===== src/rtl/pcs_pkg.sv =====
package pcs_pkg;
  typedef enum logic [2:0] {
    OP_STEP1 = 3'd0,
    OP_STEP2 = 3'd1,
    OP_JUMP  = 3'd2,
    OP_CALL  = 3'd3,
    OP_RET   = 3'd4,
    OP_LOOP  = 3'd5,
    OP_JIND  = 3'd6,
    OP_RSVD  = 3'd7
  } op_e;

  typedef enum logic [1:0] {
    STK_NONE = 2'd0,
    STK_PUSH = 2'd1,
    STK_POP  = 2'd2
  } stk_e;
endpackage


===== src/rtl/pcs_ret_stack.sv =====
module pcs_ret_stack
  import pcs_pkg::*;
#(
  parameter int AW    = 12,
  parameter int DEPTH = 3
) (
  input  logic          clk,
  input  logic          rst,
  input  stk_e          cmd,
  input  logic [AW-1:0] push_data,
  output logic [AW-1:0] top
);
  localparam int PTRW = (DEPTH > 1) ? $clog2(DEPTH) : 1;
  localparam logic [PTRW-1:0] LAST = PTRW'(DEPTH - 1);

  logic [PTRW-1:0] wr_ptr;
  logic [PTRW-1:0] ptr_up;
  logic [PTRW-1:0] ptr_dn;
  logic [AW-1:0]   ent [DEPTH];

  assign ptr_up = (wr_ptr == LAST) ? '0 : wr_ptr + PTRW'(1);
  assign ptr_dn = (wr_ptr == '0) ? LAST : wr_ptr - PTRW'(1);

  always_ff @(posedge clk) begin
    if (rst) begin
      wr_ptr <= '0;
    end else if (cmd == STK_PUSH) begin
      wr_ptr <= ptr_up;
    end else if (cmd == STK_POP) begin
      wr_ptr <= ptr_dn;
    end
  end

  for (genvar g = 0; g < DEPTH; g++) begin : g_slot
    logic [AW-1:0] slot_q;
    always_ff @(posedge clk) begin
      if (rst) begin
        slot_q <= '0;
      end else if (cmd == STK_PUSH && wr_ptr == PTRW'(g)) begin
        slot_q <= push_data;
      end
    end
    assign ent[g] = slot_q;
  end

  always_comb begin
    top = '0;
    for (int i = 0; i < DEPTH; i++) begin
      if (ptr_dn == PTRW'(i)) top = ent[i];
    end
  end
endmodule


===== src/rtl/pcs_next_addr.sv =====
module pcs_next_addr
  import pcs_pkg::*;
#(
  parameter int AW = 12,
  parameter int PW = 8,
  parameter int IW = 4
) (
  input  logic [AW-1:0] cur,
  input  op_e           opc,
  input  logic [AW-1:0] far_tgt,
  input  logic [PW-1:0] near_tgt,
  input  logic [IW-1:0] idx,
  input  logic [PW-1:0] pair,
  input  logic [AW-1:0] popped,
  output logic [AW-1:0] nxt,
  output stk_e          scmd,
  output logic [AW-1:0] link,
  output logic          take_const
);
  logic [AW-1:0] after1;
  logic [AW-1:0] after2;
  logic [IW-1:0] idx_inc;
  logic          loop_take;

  assign after1    = cur + AW'(1);
  assign after2    = cur + AW'(2);
  assign idx_inc   = idx + IW'(1);
  assign loop_take = |idx_inc;
  assign link      = after2;

  function automatic logic [AW-1:0] splice(input logic [AW-1:0] base,
                                           input logic [PW-1:0] low);
    return {base[AW-1:PW], low};
  endfunction

  always_comb begin
    nxt        = cur;
    scmd       = STK_NONE;
    take_const = 1'b0;
    unique case (opc)
      OP_STEP1: nxt = after1;
      OP_STEP2: nxt = after2;
      OP_JUMP:  nxt = far_tgt;
      OP_CALL: begin
        nxt  = far_tgt;
        scmd = STK_PUSH;
      end
      OP_RET: begin
        nxt        = popped;
        scmd       = STK_POP;
        take_const = 1'b1;
      end
      OP_LOOP:  nxt = loop_take ? splice(after2, near_tgt) : after2;
      OP_JIND:  nxt = splice(after1, pair);
      OP_RSVD:  nxt = cur;
      default:  nxt = cur;
    endcase
  end
endmodule


===== src/rtl/prog_seq.sv =====
module prog_seq
  import pcs_pkg::*;
#(
  parameter int AW    = 12,
  parameter int PW    = 8,
  parameter int CW    = 4,
  parameter int IW    = 4,
  parameter int DEPTH = 3
) (
  input  logic          clk,
  input  logic          rst,
  input  logic          op_valid,
  input  logic [2:0]    op,
  input  logic [AW-1:0] imm_addr,
  input  logic [PW-1:0] imm_page,
  input  logic [CW-1:0] imm_const,
  input  logic [IW-1:0] idx_val,
  input  logic [PW-1:0] pair_val,
  output logic [AW-1:0] pc,
  output logic [CW-1:0] ret_const,
  output logic          ret_load
);
  logic [AW-1:0] pc_q;
  logic [CW-1:0] rc_q;
  logic          rl_q;
  logic [AW-1:0] nxt_pc;
  logic [AW-1:0] link_addr;
  logic [AW-1:0] stk_top;
  logic          take_const;
  stk_e          raw_cmd;
  stk_e          stk_cmd;

  pcs_next_addr #(.AW(AW), .PW(PW), .IW(IW)) u_next (
    .cur        (pc_q),
    .opc        (op_e'(op)),
    .far_tgt    (imm_addr),
    .near_tgt   (imm_page),
    .idx        (idx_val),
    .pair       (pair_val),
    .popped     (stk_top),
    .nxt        (nxt_pc),
    .scmd       (raw_cmd),
    .link       (link_addr),
    .take_const (take_const)
  );

  assign stk_cmd = op_valid ? raw_cmd : STK_NONE;

  pcs_ret_stack #(.AW(AW), .DEPTH(DEPTH)) u_stack (
    .clk       (clk),
    .rst       (rst),
    .cmd       (stk_cmd),
    .push_data (link_addr),
    .top       (stk_top)
  );

  always_ff @(posedge clk) begin
    if (rst) begin
      pc_q <= '0;
      rc_q <= '0;
      rl_q <= 1'b0;
    end else begin
      rl_q <= op_valid && take_const;
      if (op_valid) begin
        pc_q <= nxt_pc;
        if (take_const) rc_q <= imm_const;
      end
    end
  end

  assign pc        = pc_q;
  assign ret_const = rc_q;
  assign ret_load  = rl_q;
endmodule


===== config.mk =====
export PLATFORM = sky130hd
export DESIGN_NAME = prog_seq
export DESIGN_NICKNAME = d
export VERILOG_FILES = /design/src/rtl/pcs_pkg.sv /design/src/rtl/pcs_ret_stack.sv /design/src/rtl/pcs_next_addr.sv /design/src/rtl/prog_seq.sv
export SDC_FILE = /design/constraint.sdc
export NUM_CORES = 1
export LEC_CHECK = 0
export CAP_MARGIN = 0
export CORE_MARGIN = 2
export CORE_UTILIZATION = 47
export CTS_CLUSTER_SIZE = 8
export DETAILED_ROUTE_END_ITERATION = 10
export GPL_ROUTABILITY_DRIVEN = 0
export PLACE_DENSITY = 0.76
export SYNTH_ARGS = -nofsm -noshare
export SYNTH_HDL_FRONTEND = slang
export SYNTH_SLANG_ARGS = --single-unit

===== constraint.sdc =====
create_clock -name clk -period 2.3 [get_ports clk]
set_input_delay 0.46 -clock clk [delete_from_list [all_inputs] [get_ports clk]]
set_output_delay 0.46 -clock clk [all_outputs]
set_load 0.03 [all_outputs]

==> results.tsv, run 1 <==
metric	value	unit
Synth Register Bits	55	
Flop pwr share	0.485	
Post-Synthesis Cells	402	
Critical Path End Type	register	
Hold Crit Class	reg -> reg	
Clock power frac	0.274	
FMAX	475.0	MHz
outcome	completed	
first-pass iteration count of the detailed router	5	
post_cts resized	0	
crit path launch	u_stack.wr_ptr[0]$_SDFFE_PP0P_	
min Tclk post-route	2.105	ns
latest clock arrival within the worst-skew pair	0.31	ns
hold_buf cts	0	
Design Power	2.099	mW
Req. time, crit path	2.51	ns
largest net degree at the start of global routing	45	
# rows	29	
Worst EP arrival	2.31	ns
core area	0.006422	sq mm
Inst Count DP	533	
Synth area leader	dfxtp_1	
antenna fix cells	0	
leak pwr	1.379	nW
Mapped Nets	453	
post-synthesis cell area	0.003169	sq mm
crit path max-delay cell type	ha_1	
GR peak layer	met2	
WS Path Type	reg -> reg	
# DRC	0	
Clock Root Buffer	clkbuf_8	
vias	3234	
Slew headroom	0.5387	
switch share	0.3148	
port bufs	58	
Clock Skew	0.007181	ns
setup TNS	0	ns
min-delay src	ret_const[1]$_SDFFE_PP0P_	
die area	0.007416	sq mm
TritonCTS clock tree	done	
total congestion overflow	0	
nets	514	
clock sink count	55	
max-slew violations	0	
drt via density	5.978	
IR drop worst, VDD	317.0	uV
overall routed net length	8985	um
WHS	0.4661	ns
register area share after synthesis	0.3474	
Least-Margin Pin Slew	0.6920	ns
Syn. warnings	0	
CTS buffer count	5	
Final Hold Viols	0	
power density relative to cell area	515.4	mW/mm^2
Reg-to-Reg Start	u_stack.wr_ptr[0]$_SDFFE_PP0P_	
area growth from synthesis to layout	28.46	%
GRT Util Overall	0.2502	
unrepaired setup endpoints after global routing	no	
hpwl dp	6778	um
Yosys cell types	53	
final setup fails	0	
GR met2 Demand/Resource	0.4172	
Detail Route Antenna Nets	0	
syn avg cell area	7.884	sq um
number of global-route vias before repair	3057	
H-tree Lvls	2	
EDFF count, synth	0	
clk slew on worst S/H paths	0.11	ns
WL/cell	16.61	um
Horiz. Die Dim	86.12	um
Crit Path Max Fanout	21	
Clock Tree Buf Depth	2	
share of layout cells above drive strength 1	0.1078	
I/O Pins	59	
Critical Path, Cell by Cell	inv_1 -> ha_1 -> o211ai_1 -> o211ai_1 -> o211ai_1 -> a32o_1	
Setup crit start kind	register	
Async SR Flop Fraction	0	
global-route wire length before repair	14840	um
part of the cycle the worst path needs	0.9153	
fin cells	541	
met3 Usage GRT	0.03657	
Die Y	86.12	um
largest cells by area after synthesis	dfxtp_1 35%, a211oi_1 8.3%, nor2_1 6.2%, nand2_1 5.3%, o211ai_1 3.8%	
initial drt markers	251	
Internal Dissipation	1.438	mW
Net Switching	0.6606	mW
Combinational Power Share	0.241	
Most common cell on crit path	o211ai_1	
fillers	562	
crit-path max cell delay	0.75	ns
Top FF cell, synth	dfxtp_1	
top-area cell type share of the netlist area	0.3474	
Setup Fix Bufs, Post-CTS	0	
Initial Util	0.4935	
initial antenna violation count	0	
met1 track demand over resource	0.3399	
Max-Cap Viols	0	
[kinds of logic after synthesis]
family,Yosys count,share of synthesized area
buffers and inverters,45,0.06356
multiplexers,7,0.02211
XOR/XNOR,14,0.03869
AND/OR/NAND/NOR,143,0.2132
adder cells (fa/ha/maj),9,0.03553
flip-flops,55,0.3474
AO/OA/AOI/OAI,129,0.2795
[area by class of cell]
type | count | area, sq um | share of cell area
clock buffer | 5 | 68.82 | 0.01690
inverter | 8 | 30.03 | 0.007376
clock inverter | 3 | 27.53 | 0.006761
sequential | 55 | 1101 | 0.2704
multi-input combinational | 302 | 1869 | 0.4591
timing repair buffer | 91 | 878.3 | 0.2157
tap | 77 | 96.34 | 0.02366
[Yosys cell counts, drive strengths merged, types with 2 or more instances]
| library cell | instances |
|---|---|
| nor3b | 2 |
| ha | 9 |
| a21oi | 23 |
| nand4 | 4 |
| o21ai | 18 |
| a31oi | 8 |
| a221oi | 2 |
| a211oi | 35 |
| o21a | 4 |
| nand3 | 14 |
| inv | 8 |
| o211ai | 16 |
| a2bb2oi | 4 |
| and2 | 7 |
| nand3b | 3 |
| xor2 | 6 |
| buf | 14 |
| mux2i | 7 |
| clkbuf | 23 |
| o32ai | 2 |
| nand2 | 45 |
| o2111ai | 2 |
| o22ai | 4 |
| dfxtp | 55 |
| nand2b | 4 |
| xnor2 | 8 |
| nor2b | 4 |
| nor2 | 52 |
| nor3 | 4 |
[cell usage in the layout, fill, tap and decap left out, drive strengths merged, types with 5 or more instances in the layout]
cell type      count
ha                 9
nor2              52
xor2               6
nand2             45
xnor2              8
and2               7
a21oi             23
buf               33
dfxtp             55
a31oi              8
o211ai            16
clkbuf             5
nand3             14
mux2i              7
a211oi            35
clkdlybuf4s50     58
inv                9
o21ai             18
[final timing paths]
check,end,slack [ns],cells after the start
max,pc[5]$_SDFFE_PP0P_,0.19,6
min,ret_const[1]$_SDFFE_PP0P_,0.47,2
max reg2reg,pc[5]$_SDFFE_PP0P_,0.19,6
min reg2reg,ret_const[1]$_SDFFE_PP0P_,0.47,2
[per-stage QoR]
| step | setup slack (ns) | instance area (sq um) | util |
|---|---|---|---|
| after detailed placement | -0.06874 | 3975 | 0.6189 |
| after CTS | 0.2154 | 4071 | 0.6339 |
| after floorplan | 0.04511 | 3176 | - |
| after global placement | -0.01462 | 3975 | 0.6189 |
| after global routing | 0.05772 | 4071 | 0.6339 |
| final | 0.1948 | 4071 | 0.6339 |
[power by group through the flow]
stage | Sequential, mW | Combinational, mW | Clock [mW]
2_1_floorplan | 1.06 | 0.250 | 0
3_3_place_gp | 1.04 | 0.491 | 0
3_5_place_dp | 1.04 | 0.498 | 0
4_1_cts | 1.02 | 0.500 | 0.589
5_1_grt | 1.02 | 0.541 | 0.625
6_report | 1.02 | 0.505 | 0.576
[routing by layer]
| metal | vias up | share of wire |
|---|---|---|
| met5 | - | 0 |
| met4 | 0 | 0.020 |
| met3 | 22 | 0.069 |
| met2 | 146 | 0.47 |
| met1 | 1490 | 0.44 |
| li1 | 1576 | - |
[state kept, by name, summed over array words and instances, names as in the netlist]
signal / cells
u_stack.g_slot.slot_q: 36
ret_load: 1
ret_const: 4
pc: 12
u_stack.wr_ptr: 2
[worst max-delay path, delay by kind of cell (launching register included)]
family / cells / cell delay (ns)
compound gates: 4 / 0.73
fa+ha+maj: 1 / 0.75
buf+inv: 1 / 0.12
flops: 1 / 0.38
Power figures use the tool's default switching activity.
==> run 2, diff against run 1 <==
- ABC_AREA: not set -> 1
- ABC_CLOCK_PERIOD_IN_PS: not set -> 2300
- CORE_UTILIZATION: 47 -> 48
- PLACE_DENSITY: 0.76 -> 0.77
==> run 2 against run 1 <==
Effect of this change: via count increased by 13%; sequential power is essentially flat; highest routed layer unchanged; design area grew 1.2%; clock power down 5.4%; critical endpoint is now u_stack.g_slot[0].slot_q[8]$_SDFFE_PP0P_.
==> results.tsv, run 2 <==
metric	value	unit	change
Internal Dissipation	1.400	mW	was 1.438 mW
Flop pwr share	0.496		was 0.485
CTS buffer count	5		unchanged
EDFF count, synth	0		unchanged
WS Path Type	in -> reg		was reg -> reg
Mapped Nets	573		was 453
R2R setup slack	0.37	ns	was 0.19 ns
Die Y	86.77	um	was 86.12 um
Clock Tree Buf Depth	2		unchanged
latest clock arrival within the worst-skew pair	0.31	ns	about the same
antenna fix cells	0		unchanged
Req. time, crit path	2.53	ns	was 2.51 ns
Combinational Power Share	0.237		was 0.241
clk slew on worst S/H paths	0.11	ns	about the same
Synth top cells by count	115 x nand2_1, 71 x o21ai_0, 70 x nor2_1		was 55 x dfxtp_1, 52 x nor2_1, 45 x nand2_1
Yosys cell types	33		was 53
FMAX	493.0	MHz	was 475.0 MHz
# DRC	0		unchanged
Detail Route Antenna Nets	0		unchanged
Async SR Flop Fraction	0		unchanged
# rows	30		was 29
initial drt markers	308		was 251
final core utilization	0.6134		was 0.6339
register area share after synthesis	0.3349		was 0.3474
Setup crit start kind	primary input		was register
nets	640		was 514
part of the cycle the worst path needs	0.8820		was 0.9153
power density relative to cell area	496.0	mW/mm^2	was 515.4 mW/mm^2
total congestion overflow	0		unchanged
number of global-route vias before repair	3474		was 3057
Net Switching	0.6440	mW	was 0.6606 mW
Horiz. Die Dim	86.77	um	was 86.12 um
most common library cell in the layout ignoring fill and taps	nand2_1		was clkdlybuf4s50_1
min Tclk post-route	2.029	ns	was 2.105 ns
outcome	completed		unchanged
top-area cell type share of the netlist area	0.3349		was 0.3474
Final Hold Viols	0		unchanged
I/O Pins	59		unchanged
unrepaired setup endpoints after global routing	no		unchanged
Synth area leader	dfxtp_1		unchanged
Crit Path Max Fanout	16		was 21
Top FF cell, synth	dfxtp_1		unchanged
post-synthesis cell area	0.003288	sq mm	was 0.003169 sq mm
largest net degree at the start of global routing	31		was 45
Clock Skew	0.01120	ns	was 0.007181 ns
Hold Crit Class	reg -> reg		unchanged
vias	3647		was 3234
share of layout cells above drive strength 1	0.08814		was 0.1078
drt via density	5.443		was 5.978
port bufs	58		unchanged
largest cells by area after synthesis	dfxtp_1 33%, nand2_1 13%, o21ai_0 11%, nor2_1 8.0%, a21oi_1 7.5%		was dfxtp_1 35%, a211oi_1 8.3%, nor2_1 6.2%, nand2_1 5.3%, o211ai_1 3.8%
IR drop worst, VDD	253.3	uV	was 317.0 uV
leak pwr	1.851	nW	was 1.379 nW
Slew headroom	0.5641		was 0.5387
clock sink count	55		unchanged
switch share	0.3150		was 0.3148
syn avg cell area	6.299	sq um	was 7.884 sq um
Largest Register	u_stack.g_slot.slot_q		unchanged
max-slew violations	0		unchanged
WL/cell	14.80	um	was 16.61 um
Synth Register Bits	55		unchanged
initial antenna violation count	0		unchanged
die area	0.007528	sq mm	was 0.007416 sq mm
Critical Path End Type	register		unchanged
final setup fails	0		unchanged
Clock power frac	0.267		was 0.274
core area	0.006719	sq mm	was 0.006422 sq mm
Worst EP arrival	2.26	ns	was 2.31 ns
Syn. warnings	0		unchanged
global-route wire length before repair	16300	um	was 14840 um
overall routed net length	9916	um	was 8985 um
post_cts resized	0		unchanged
leading cell types in the layout, fill and taps excluded	115 x nand2_1, 71 x o21ai_0, 70 x nor2_1, 58 x clkdlybuf4s50_1, 57 x inv_1		was 58 x clkdlybuf4s50_1, 55 x dfxtp_1, 52 x nor2_1, 45 x nand2_1, 35 x a211oi_1
hold_buf cts	0		unchanged
setup TNS	0	ns	unchanged
count leader, synth	nand2_1		was dfxtp_1
Initial Util	0.4894		was 0.4935
GRT Util Overall	0.2744		was 0.2502
area growth from synthesis to layout	25.34	%	was 28.46%
Post-Synthesis Cells	522		was 402
Least-Margin Pin Slew	0.6532	ns	was 0.6920 ns
Setup Fix Bufs, Post-CTS	0		unchanged
TritonCTS clock tree	done		unchanged
hpwl dp	7380	um	was 6778 um
Clock Root Buffer	clkbuf_8		unchanged
first-pass iteration count of the detailed router	7		was 5
Max-Cap Viols	0		unchanged
max FFs per register	36		unchanged
H-tree Lvls	2		unchanged
## run 2: area by class of cell
cell class / count / area (sq um)
fillers: 628 / 2597
multi-input cells: 383 / 1849
flip-flops and latches: 55 / 1101
repair buffers: 79 / 738.2
inverters: 65 / 244.0
well taps: 80 / 100.1
clock buffers: 6 / 72.57
clock inverters: 2 / 16.27
## run 2: critical path, stage by stage
cell	delay [ns]
clkdlybuf4s50_1	0.57
nand2_1	0.08
nor2_1	0.15
ha_1	0.23
nand2_1	0.08
inv_1	0.35
o21ai_0	0.16
a21oi_1	0.17
## run 2: cell families after synthesis
kind of cell	after synthesis	synth area share
buffers and inverters	84	0.1027
XOR/XNOR	4	0.01294
AND/OR/NAND/NOR	235	0.3037
AO/OA/AOI/OAI	135	0.2116
flip-flops	55	0.3349
adder cells (fa/ha/maj)	9	0.03425
## run 2: per-stage QoR
step	worst slack, ns	hold WS (ns)	total power [mW]	area (sq um)	cells
after global routing	0.1151	0.4780	2.142	4121	670
after global placement	0.08870	0.4462	1.503	4033	662
final	0.2714	0.4622	2.044	4121	670
after detailed placement	0.001602	0.4476	1.510	4033	662
after CTS	0.3163	0.4642	2.048	4121	670
after floorplan	0.08454	0.4292	1.297	3288	522
## run 2: routing by layer
layer | share of wire | track usage
met1 | 0.43 | 0.3578
met4 | 0.033 | 0.1065
met5 | 0 | 0
met3 | 0.071 | 0.04857
met2 | 0.47 | 0.4510
## run 2: worst paths after layout
path,from,endpoint,cells past startpoint
min,u_stack.g_slot[1].slot_q[1]$_SDFFE_PP0P_,u_stack.g_slot[1].slot_q[1]$_SDFFE_PP0P_,2
max,op_valid,u_stack.g_slot[0].slot_q[8]$_SDFFE_PP0P_,8
min reg2reg,u_stack.g_slot[1].slot_q[1]$_SDFFE_PP0P_,u_stack.g_slot[1].slot_q[1]$_SDFFE_PP0P_,2
max reg2reg,u_stack.wr_ptr[0]$_SDFFE_PP0P_,pc[6]$_SDFFE_PP0P_,11
## run 2: power groups by stage
stage	clock (mW)	combinational [mW]	sequential, mW
floorplan	0	0.233	1.06
global placement	0	0.469	1.03
detailed placement	0	0.475	1.03
CTS	0.556	0.478	1.01
global route	0.593	0.531	1.02
finish	0.545	0.485	1.01
==> run 3, diff against run 2 <==
- CAP_MARGIN: 0 -> 20
==> results of run 3 <==
Final layout, timing and power as in run 2 (identical DEF).
